<file path="src/rtl/cmp_flag_pkg.sv">
package cmp_flag_pkg;

  // Strobes the control side hands to the subtractor datapath.
  typedef struct packed {
    logic invertB;   // feed the bitwise complement of operand B
    logic carryIn;   // inject a one at the bottom of the carry chain
  } subStrobe_t;

  // Raw status produced by the datapath.
  typedef struct packed {
    logic zero;
    logic negative;
    logic carry;
    logic overflow;
  } subFlags_t;

endpackage

</file>
<file path="src/rtl/cmp_datapath.sv">
module cmp_datapath
  import cmp_flag_pkg::*;
#(
  parameter int WIDTH = 8
) (
  input  logic [WIDTH-1:0] opA,
  input  logic [WIDTH-1:0] opB,
  input  subStrobe_t       strobe,
  output subFlags_t        flags
);

  localparam int MSB = WIDTH - 1;

  logic [WIDTH-1:0] bEff;
  logic [WIDTH-1:0] diff;
  logic [WIDTH:0]   carryChain;

  // Operand conditioning, one bit at a time.
  genvar gi;
  generate
    for (gi = 0; gi < WIDTH; gi++) begin : g_cond
      assign bEff[gi] = opB[gi] ^ strobe.invertB;
    end
  endgenerate

  // Ripple carry chain; the difference stays inside this module.
  always_comb begin
    carryChain[0] = strobe.carryIn;
    for (int i = 0; i < WIDTH; i++) begin
      diff[i]           = opA[i] ^ bEff[i] ^ carryChain[i];
      carryChain[i + 1] = (opA[i] & bEff[i]) | (carryChain[i] & (opA[i] ^ bEff[i]));
    end
  end

  always_comb begin
    flags.zero     = ~|diff;
    flags.negative = diff[MSB];
    flags.carry    = carryChain[WIDTH];
    // Signed overflow: carry into the sign bit differs from carry out of it.
    flags.overflow = carryChain[WIDTH] ^ carryChain[MSB];
  end

  // Checks next to the logic they guard (subtract mode only).
  always_comb begin
    if (strobe.invertB && strobe.carryIn) begin
      assert_zero_means_equal_R1 : assert (flags.zero == (opA == opB));
      assert_carry_no_borrow_R3 : assert (flags.carry == (opA >= opB));
      assert_ovf_sign_rule_R4 : assert (flags.overflow ==
        ((opA[MSB] != opB[MSB]) && (flags.negative != opA[MSB])));
    end
  end

endmodule

</file>
<file path="src/rtl/cmp_control.sv">
module cmp_control
  import cmp_flag_pkg::*;
(
  input  subFlags_t  flags,
  output subStrobe_t strobe,
  output logic       isEqual,
  output logic       isLessU,
  output logic       isLessS
);

  // Compare is always a subtraction: A + ~B + 1.
  always_comb begin
    strobe.invertB = 1'b1;
    strobe.carryIn = 1'b1;
  end

  // Predicates read off the subtractor status.
  always_comb begin
    isEqual = flags.zero;
    isLessU = ~flags.carry;
    isLessS = flags.negative ^ flags.overflow;
  end

  always_comb begin
    // An equal pair cannot also be strictly ordered.
    assert_equal_excludes_less_R5 : assert (!(isEqual && (isLessU || isLessS)));
    // A zero difference never carries a negative sign or an overflow.
    assert_zero_clean_R7 : assert (!(flags.zero && (flags.negative || flags.overflow)));
  end

endmodule

</file>
<file path="src/rtl/cmp_flag_unit.sv">
module cmp_flag_unit
  import cmp_flag_pkg::*;
#(
  parameter int WIDTH = 8
) (
  input  logic [WIDTH-1:0] opA,
  input  logic [WIDTH-1:0] opB,
  output logic             flagZero,
  output logic             flagNeg,
  output logic             flagCarry,
  output logic             flagOvf,
  output logic             isEqual,
  output logic             isLessU,
  output logic             isLessS
);

  subStrobe_t strobe;
  subFlags_t  flags;

  cmp_datapath #(.WIDTH(WIDTH)) u_datapath (
    .opA   (opA),
    .opB   (opB),
    .strobe(strobe),
    .flags (flags)
  );

  cmp_control u_control (
    .flags  (flags),
    .strobe (strobe),
    .isEqual(isEqual),
    .isLessU(isLessU),
    .isLessS(isLessS)
  );

  assign flagZero  = flags.zero;
  assign flagNeg   = flags.negative;
  assign flagCarry = flags.carry;
  assign flagOvf   = flags.overflow;

  // Ordering predicates against direct relational comparison.
  always_comb begin
    assert_unsigned_order_R6 : assert (isLessU == (opA < opB));
    assert_signed_order_R7 : assert (isLessS == ($signed(opA) < $signed(opB)));
  end

endmodule

</file>
<file path="config.mk">
export PLATFORM = sky130hd
export DESIGN_NAME = cmp_flag_unit
export DESIGN_NICKNAME = d
export VERILOG_FILES = /design/src/rtl/cmp_flag_pkg.sv /design/src/rtl/cmp_datapath.sv /design/src/rtl/cmp_control.sv /design/src/rtl/cmp_flag_unit.sv
export SDC_FILE = /design/constraint.sdc
export NUM_CORES = 1
export LEC_CHECK = 0
export ABC_AREA = 1
export CORE_AREA = 2 2 39 41
export DETAILED_ROUTE_END_ITERATION = 16
export DIE_AREA = 0 0 41 43
export SYNTH_ARGS = -nofsm -noshare
export SYNTH_HDL_FRONTEND = slang
export SYNTH_SLANG_ARGS = --single-unit
</file>
<file path="constraint.sdc">
create_clock -name vclk -period 3.7
set_input_delay 0.37 -clock vclk [all_inputs]
set_output_delay 0.37 -clock vclk [all_outputs]
set_load 0.02 [all_outputs]
</file>
==> flow_summary.toml, run 1 <==
[die]
die_area_mm2 = 0.00176
rows = 14
initial_core_util_pct = 20.5
die_width_um = 41
top_level_ports = 23
die_h_um = 43
core_mm2 = 0.00138

[route]
drtAntennaViolNets = 0
vias = 281
routed_wl_um = 532
wl_per_cell_um = 7.09
firstDrtPassIters = 1
viasPerCell = 3.75
drcViolationCount = 0
drt_iter0_markers = 0

[layout]
final_nets = 86
fin_area_um2 = 599
nClkBuffers = 0
drive_gt1_share_pct = 45.8
utilization_pct = 43.3
antenna_cells = 0
regArea_um2 = 0
area_delta_synth_final_pct = 111
fill_cells = 149
design.seq.count = 0

[sta]
period_needed_ps = 3990
slew_headroom_pct = 91.2
fmax_mhz = 251
hold_viol_final = 0
rsz0062_at_grt = "yes"
tns_ps = -1080
setup_viol = 7
tightest_slew_ps = 132
final_max_slew_viol_count = 0
setup_ws_ps = -288
finalCritPeriodShare_pct = 108

[synth]
synthDistinctLibCells = 7
synth.most_common_cell = "inv_1"
synthTopCellsByCount = "17 x inv_1, 8 x fa_1, 5 x nand2_1, 2 x nor2_2"
synth_top_area_share_pct = 56.4
ys_warn_count = 0
synthTopCellsByArea = "fa_1 56%, inv_1 22%, nand2_1 6.6%"
postSynthCellCount = 35
synth.avg_cell_area_um2 = 8.11
synth_nets = 60
synth_top_area_cell = "fa_1"
yosysSeqAreaShare_pct = 0
syn-cell-area_um2 = 284

[grt]
grt_pass1_vias = 266
antenna_found_initial = 0
grt_overflow = 0
grt_util_met1_pct = 8.88
grt.met2_usage_pct = 12.2
grt.met3_usage_pct = 1.57
grtUsageTotal_pct = 6.98
grt_first_pass_wirelength_um = 924
top_usage_layer = "met2"
grt_max_degree = 4

[placed_design]
pre_cts_ws_ps = -1300
port_buffers = 23
place_area_um2 = 582
gp_congestion = 0.631
hpwl_um = 541

[outcome]
status = "finished, violations left"
violations = "setup timing"

[worst_hold_path]
hold_class = "in2out"

[flow_run]
maxCapViolCount = 0

[setup_path]
required_ps = 3330
path_class = "in2out"
cp.arrival_ps = 3620
cp_max_fo = 2
start_kind = "primary input"
critical_path.endpoint_type = "output port"

[pwr]
power_density_mw_per_mm2 = 151
vdd_drop_max_mv = 0.0774
power.total_uw = 90.6
leakage_uw = 0.000291

[clock_network]
hold_buffers = 0
==> report_power, final <==
group          switching, uW  leakage [uW]  internal [uW]  total, uW
clock                      0             0              0          0
combinational           42.4      0.000291           48.2       90.6
sequential                 0             0              0          0
==> path summary, 6_finish.rpt <==
check / start / end / slack [ps] / depth (start not counted)
min: opB[0] / isEqual / 1320 / 7
max: opA[0] / flagZero / -290 / 17
==> metal layers <==
layer / routed length (um) / vias to the layer above
met1: 168 / 129
met5: 0 / -
li1: - / 136
met3: 75 / 0
met4: 0 / 0
met2: 288 / 16
==> critical path, cell delays in order <==
cell and delay (ps):
buf_8 90, inv_12 30, ha_4 140, fa_2 330, fa_2 350, fa_2 340, inv_2 60, fa_2 190
inv_2 40, fa_2 340, fa_2 410, fa_1 530, nand2_1 50, inv_1 60, nand2_2 60, nor2_4 120
buf_6 120
==> cells by family (layout without fill, tap and decap cells) <==
logic type / Yosys count / count (layout) / share of synthesized area [%]
simple gates: 7 / 7 / 11.0
fa+ha+maj: 9 / 9 / 60.8
buf+inv: 18 / 42 / 25.1
xor+xnor: 1 / 1 / 3.08
==> area by class of cell <==
| cell class | instances | area (um^2) | share of cell area [%] |
|---|---|---|---|
| timing repair buffer | 25 | 253 | 42.2 |
| multi-input combinational | 17 | 250 | 41.8 |
| inverter | 17 | 76.3 | 12.7 |
| tap | 16 | 20.0 | 3.34 |
==> placed cells by master (no fill, tap or decap) <==
cell type,netlist,final
buf_2,0,1
buf_4,1,1
buf_6,0,6
buf_8,0,1
clkbuf_2,0,1
clkdlybuf4s15_1,0,1
clkdlybuf4s15_2,0,2
clkdlybuf4s50_1,0,12
fa_1,8,1
fa_2,0,7
ha_4,0,1
inv_1,17,13
inv_12,0,1
inv_2,0,3
nand2_1,5,4
nand2_2,0,1
nor2_2,2,1
nor2_4,0,1
xor2_1,1,1
==> what timing repair did <==
item	4_1_cts	5_1_grt
pin swaps	11	9
resized for setup	49	5
buffers inserted	0	1
endpoints found under the setup margin	7	7
gates cloned	0	0
==> stage by stage <==
step           hold WS [ps]  cells
3_5_place_dp           2000     74
6_report               1320     75
2_1_floorplan           990     35
5_1_grt                1360     75
3_3_place_gp           1990     74
4_1_cts                1320     74
No activity file was read; power rests on OpenSTA's default activity.
==> run 2: changes to the inputs <==
--- a/config.mk
+++ b/config.mk
@@ -9,6 +9,7 @@
 export CORE_AREA = 2 2 39 41
 export DETAILED_ROUTE_END_ITERATION = 16
 export DIE_AREA = 0 0 41 43
+export DONT_BUFFER_PORTS = 1
 export SYNTH_ARGS = -nofsm -noshare
 export SYNTH_HDL_FRONTEND = slang
 export SYNTH_SLANG_ARGS = --single-unit
==> run 2 against run 1 <==
Net effect: the run still ends with setup timing left; utilization decreased by 17 points; fmax increased by 5.2%; setup slack improved by 200 ps; sequential cell count unchanged; count of clock-buffer cells in the layout unchanged; via count decreased by 32%; routed wire length decreased by 12%; largest power group unchanged.
==> flow_summary.toml, run 2 (synthesis results as in run 1) <==
[layout]
regArea_um2 = 0
layout_commonest_cell = "inv_1"
final_cell_mix = "14 x inv_1, 6 x fa_2, 4 x nand2_1"
finalNonFillerCells = 53
design.seq.count = 0
final_nets = 64
fill_cells = 152
antenna_cells = 0
drive_gt1_share_pct = 43.2
area_delta_synth_final_pct = 29.1
nClkBuffers = 0

[worst_hold_path]
min_to = "isLessS"
hold_class = "in2out"
min_path_cells = 1
hold_start = "opA[7]"

[route]
drcViolationCount = 0
viasPerCell = 3.60
drtAntennaViolNets = 0
firstDrtPassIters = 1
drt_iter0_markers = 0
vias = 191
routed_wl_um = 469
wl_per_cell_um = 8.85

[placed_design]
port_buffers = 0
dp_cells = 53
gp_congestion = 0.625
hpwl_um = 488

[sta]
rsz0062_at_grt = "yes"
hold_viol_final = 0
tightest_slew_ps = 275
setup_viol = 2
setup_ws_ps = -91.3
tns_ps = -183
slew_headroom_pct = 81.6
finalCritPeriodShare_pct = 102
final_max_slew_viol_count = 0
hold_ws_ps = 1010
fmax_mhz = 264
period_needed_ps = 3790

[clock_network]
post_cts_buffers = 0
cts_resized = 0

[die]
rows = 14
die_area_mm2 = 0.00176
die_width_um = 41
core_mm2 = 0.00138
die_h_um = 43
top_level_ports = 23
initial_core_util_pct = 20.5

[setup_path]
required_ps = 3330
cp_max_fo = 2
path_class = "in2out"
start_kind = "primary input"
cp.arrival_ps = 3420
critical_path.endpoint_type = "output port"

[grt]
grtUsageTotal_pct = 5.86
grt_overflow = 0
grt_pass1_vias = 200
antenna_found_initial = 0
grt_max_degree = 4
grt_first_pass_wirelength_um = 772

[pwr]
leakage_uw = 0.000190
power_density_mw_per_mm2 = 162
vdd_drop_max_mv = 0.0780

[outcome]
status = "finished, violations left"
violations = "setup timing"

[flow_run]
maxCapViolCount = 0
[run 2: through the flow]
step | worst slack, ps | cell area [um^2] | utilization (%) | power, uW
after global routing | -189 | 367 | 26.5 | 67.4
after CTS | -117 | 367 | 26.5 | 61.4
after floorplan | -210 | 335 | - | 48.4
final | -91.3 | 367 | 26.5 | 59.3
after global placement | -185 | 367 | 26.5 | 60.6
after detailed placement | -206 | 367 | 26.5 | 61.5
[run 2: per-layer routing]
| layer | track usage [%] | wire, um | share of wire, % |
|---|---|---|---|
| met4 | 0 | 0 | 0 |
| met1 | 7.89 | 154 | 33 |
| met5 | 0 | 0 | 0 |
| met3 | 0 | 55 | 12 |
| met2 | 10.6 | 259 | 55 |
[run 2: what timing repair did]
item,in CTS,in global routing
endpoints found under the setup margin,3,3
hold buffers,0,0
pin swaps,3,0
[run 2: final cells by class]
cell class                 instances  area (um^2)  share of cell area (%)
inverter                          17         76.3                    20.8
multi-input combinational         17          248                    67.6
tap                               16         20.0                    5.46
timing repair buffer               3         22.5                    6.14
[run 2: worst max-delay path, cell delays in order]
cell and delay, ps:
inv_12 10, ha_4 140, fa_2 330, fa_2 340, fa_2 340, inv_2 60, fa_2 190, inv_2 40
fa_2 330, fa_2 350, fa_1 510, nand2_1 50, inv_1 60, nand2_2 60, nor2_4 230
[run 2: how the worst max path moves through the flow]
stage | endpoint | start
final | isEqual | opA[0]
after global routing | isEqual | opA[0]
after CTS | isEqual | opA[0]
after detailed placement | isEqual | opA[0]
after global placement | isEqual | opA[0]
after floorplan | isEqual | opA[0]
[run 2: power by group]
part,switching [uW],internal [uW],leakage (uW)
clock,0,0,0
sequential,0,0,0
combinational,34.3,25.1,0.000190
==> run 3: changes to the inputs <==
--- a/config.mk
+++ b/config.mk
@@ -10,6 +10,7 @@
 export DETAILED_ROUTE_END_ITERATION = 16
 export DIE_AREA = 0 0 41 43
 export DONT_BUFFER_PORTS = 1
+export GPL_ROUTABILITY_DRIVEN = 0
 export SYNTH_ARGS = -nofsm -noshare
 export SYNTH_HDL_FRONTEND = slang
 export SYNTH_SLANG_ARGS = --single-unit
==> constraint.sdc (replaced) <==
create_clock -name vclk -period 3.9
set_input_delay 0.39 -clock vclk [all_inputs]
set_output_delay 0.39 -clock vclk [all_outputs]
set_load 0.02 [all_outputs]
==> run 3 against run 2 <==
Net effect: setup slack better by 90 ps; sequential share of layout area unchanged; die area stayed put; first-iteration DRC count stayed put; cell area up 0.68%; total power is 3.6% lower; the run still ends with setup timing left; largest power group unchanged; sequential cell count unchanged; global-route usage increased by 0.32 points.
==> flow_summary.toml, run 3 (synthesis results as in run 1) <==
[grt]
antenna_found_initial = 0
grt_first_pass_wirelength_um = 793
grtUsageTotal_pct = 6.18
grt_overflow = 0
grt_max_degree = 3
grt_pass1_vias = 215

[route]
drtAntennaViolNets = 0
wl_per_cell_um = 8.52
drcViolationCount = 0
met1_length_um = 159
vias = 196
wl_met2_um = 233
routed_wl_um = 460
dr_wl_met3_um = 68
firstDrtPassIters = 1
top_layer = "met3"
viasPerCell = 3.63
drt_iter0_markers = 0

[sta]
period_needed_ps = 3900
slew_headroom_pct = 81.8
rsz0062_at_grt = "yes"
setup_ws_ps = -0.984
final_max_slew_viol_count = 0
setup_viol = 2
hold_ws_ps = 1050
tns_ps = -1.96
tightest_slew_ps = 272
hold_viol_final = 0
fmax_mhz = 256
finalCritPeriodShare_pct = 100

[pwr]
power_density_mw_per_mm2 = 155
internal_power_uw = 24.4
switchingPower_uw = 32.8
leakage_uw = 0.000192
p_clk_share_pct = 0
netSwitchingFraction_pct = 57.4
vdd_drop_max_mv = 0.0683
p_seq_share_pct = 0
p_comb_share_pct = 100.0
power.total_uw = 57.2

[die]
core_mm2 = 0.00138
initial_core_util_pct = 20.5
die_h_um = 43
rows = 14
top_level_ports = 23
die_area_mm2 = 0.00176
die_width_um = 41

[layout]
regArea_um2 = 0
fill_cells = 159
antenna_cells = 0
multi_input_area_um2 = 248
final_cell_mix = "13 x inv_1, 6 x fa_2, 4 x nand2_1, 4 x buf_4, 3 x inv_2"
drive_gt1_share_pct = 47.4
finalNonFillerCells = 54
layout_commonest_cell = "inv_1"
nClkBuffers = 0
area_delta_synth_final_pct = 30.0
design.seq.count = 0
final_nets = 65

[setup_path]
required_ps = 3510
cp_max_fo = 2
critPathMaxStageDelay_ps = 540
slowest_stage = "fa_1"
cp.arrival_ps = 3510
path_class = "in2out"
crit_chain = "inv_8 -> ha_4 -> fa_2 -> fa_2 -> fa_2 -> inv_2 -> fa_2 -> inv_2 -> fa_2 -> fa_2 -> fa_1 -> nand2_1 -> inv_2 -> nand2_2 -> nor2_4"
start_kind = "primary input"
crit_buf_inv = 4
critical_path.endpoint_type = "output port"
crit_path_frequent_cell = "fa_2"
path_delay_family = "adder cells"

[worst_hold_path]
hold_start = "opA[7]"
hold_class = "in2out"
min_to = "isLessS"
min_path_cells = 1

[placed_design]
pre_cts_ws_ps = -168
port_buffers = 0
hpwl_um = 476
dp_cells = 54

[flow_run]
maxCapViolCount = 0

[clock_network]
post_cts_buffers = 0
hold_buffers = 0

[outcome]
status = "finished, violations left"
violations = "setup timing"
run 3: cell type report:
cell class,count,share of cell area (%)
Tap cell,16,5.42
Multi-Input combinational cell,17,67.1
Timing Repair Buffer,4,8.14
Inverter,17,19.3
run 3: power by group through the flow:
stage	Clock [uW]	Combinational (uW)	Sequential [uW]
after floorplan	0	42.2	0
after global placement	0	54.2	0
after detailed placement	0	54.6	0
after CTS	0	58.9	0
after global routing	0	65.7	0
final	0	57.2	0
run 3: worst max path at each step:
stage | slack [ps] | from | end | depth (start not counted)
after floorplan | -130 | opA[0] | isEqual | 16
after global placement | -190 | opA[0] | isEqual | 15
after detailed placement | -170 | opA[0] | isEqual | 15
after CTS | -80 | opA[0] | isEqual | 15
after global routing | -150 | opA[0] | isEqual | 15
final | -1 | opA[0] | isEqual | 15
run 3: per-layer routing:
layer / up-vias / global-route usage [%]
li1: 93 / -
met1: 88 / 8.28
met2: 15 / 10.0
met3: 0 / 2.09
met4: 0 / 0
met5: - / 0
run 3: per-stage QoR:
step                      instance area (um^2)  util, %
after floorplan                            303        -
after global placement                     342     24.7
after detailed placement                   342     24.7
after CTS                                  369     26.7
after global routing                       369     26.7
final                                      369     26.7
run 3: what timing repair did:
item,CTS,global route
pin swaps,11,9
endpoints found under the setup margin,2,2
gates resized for setup,11,1
endpoints found under the hold margin,0,0
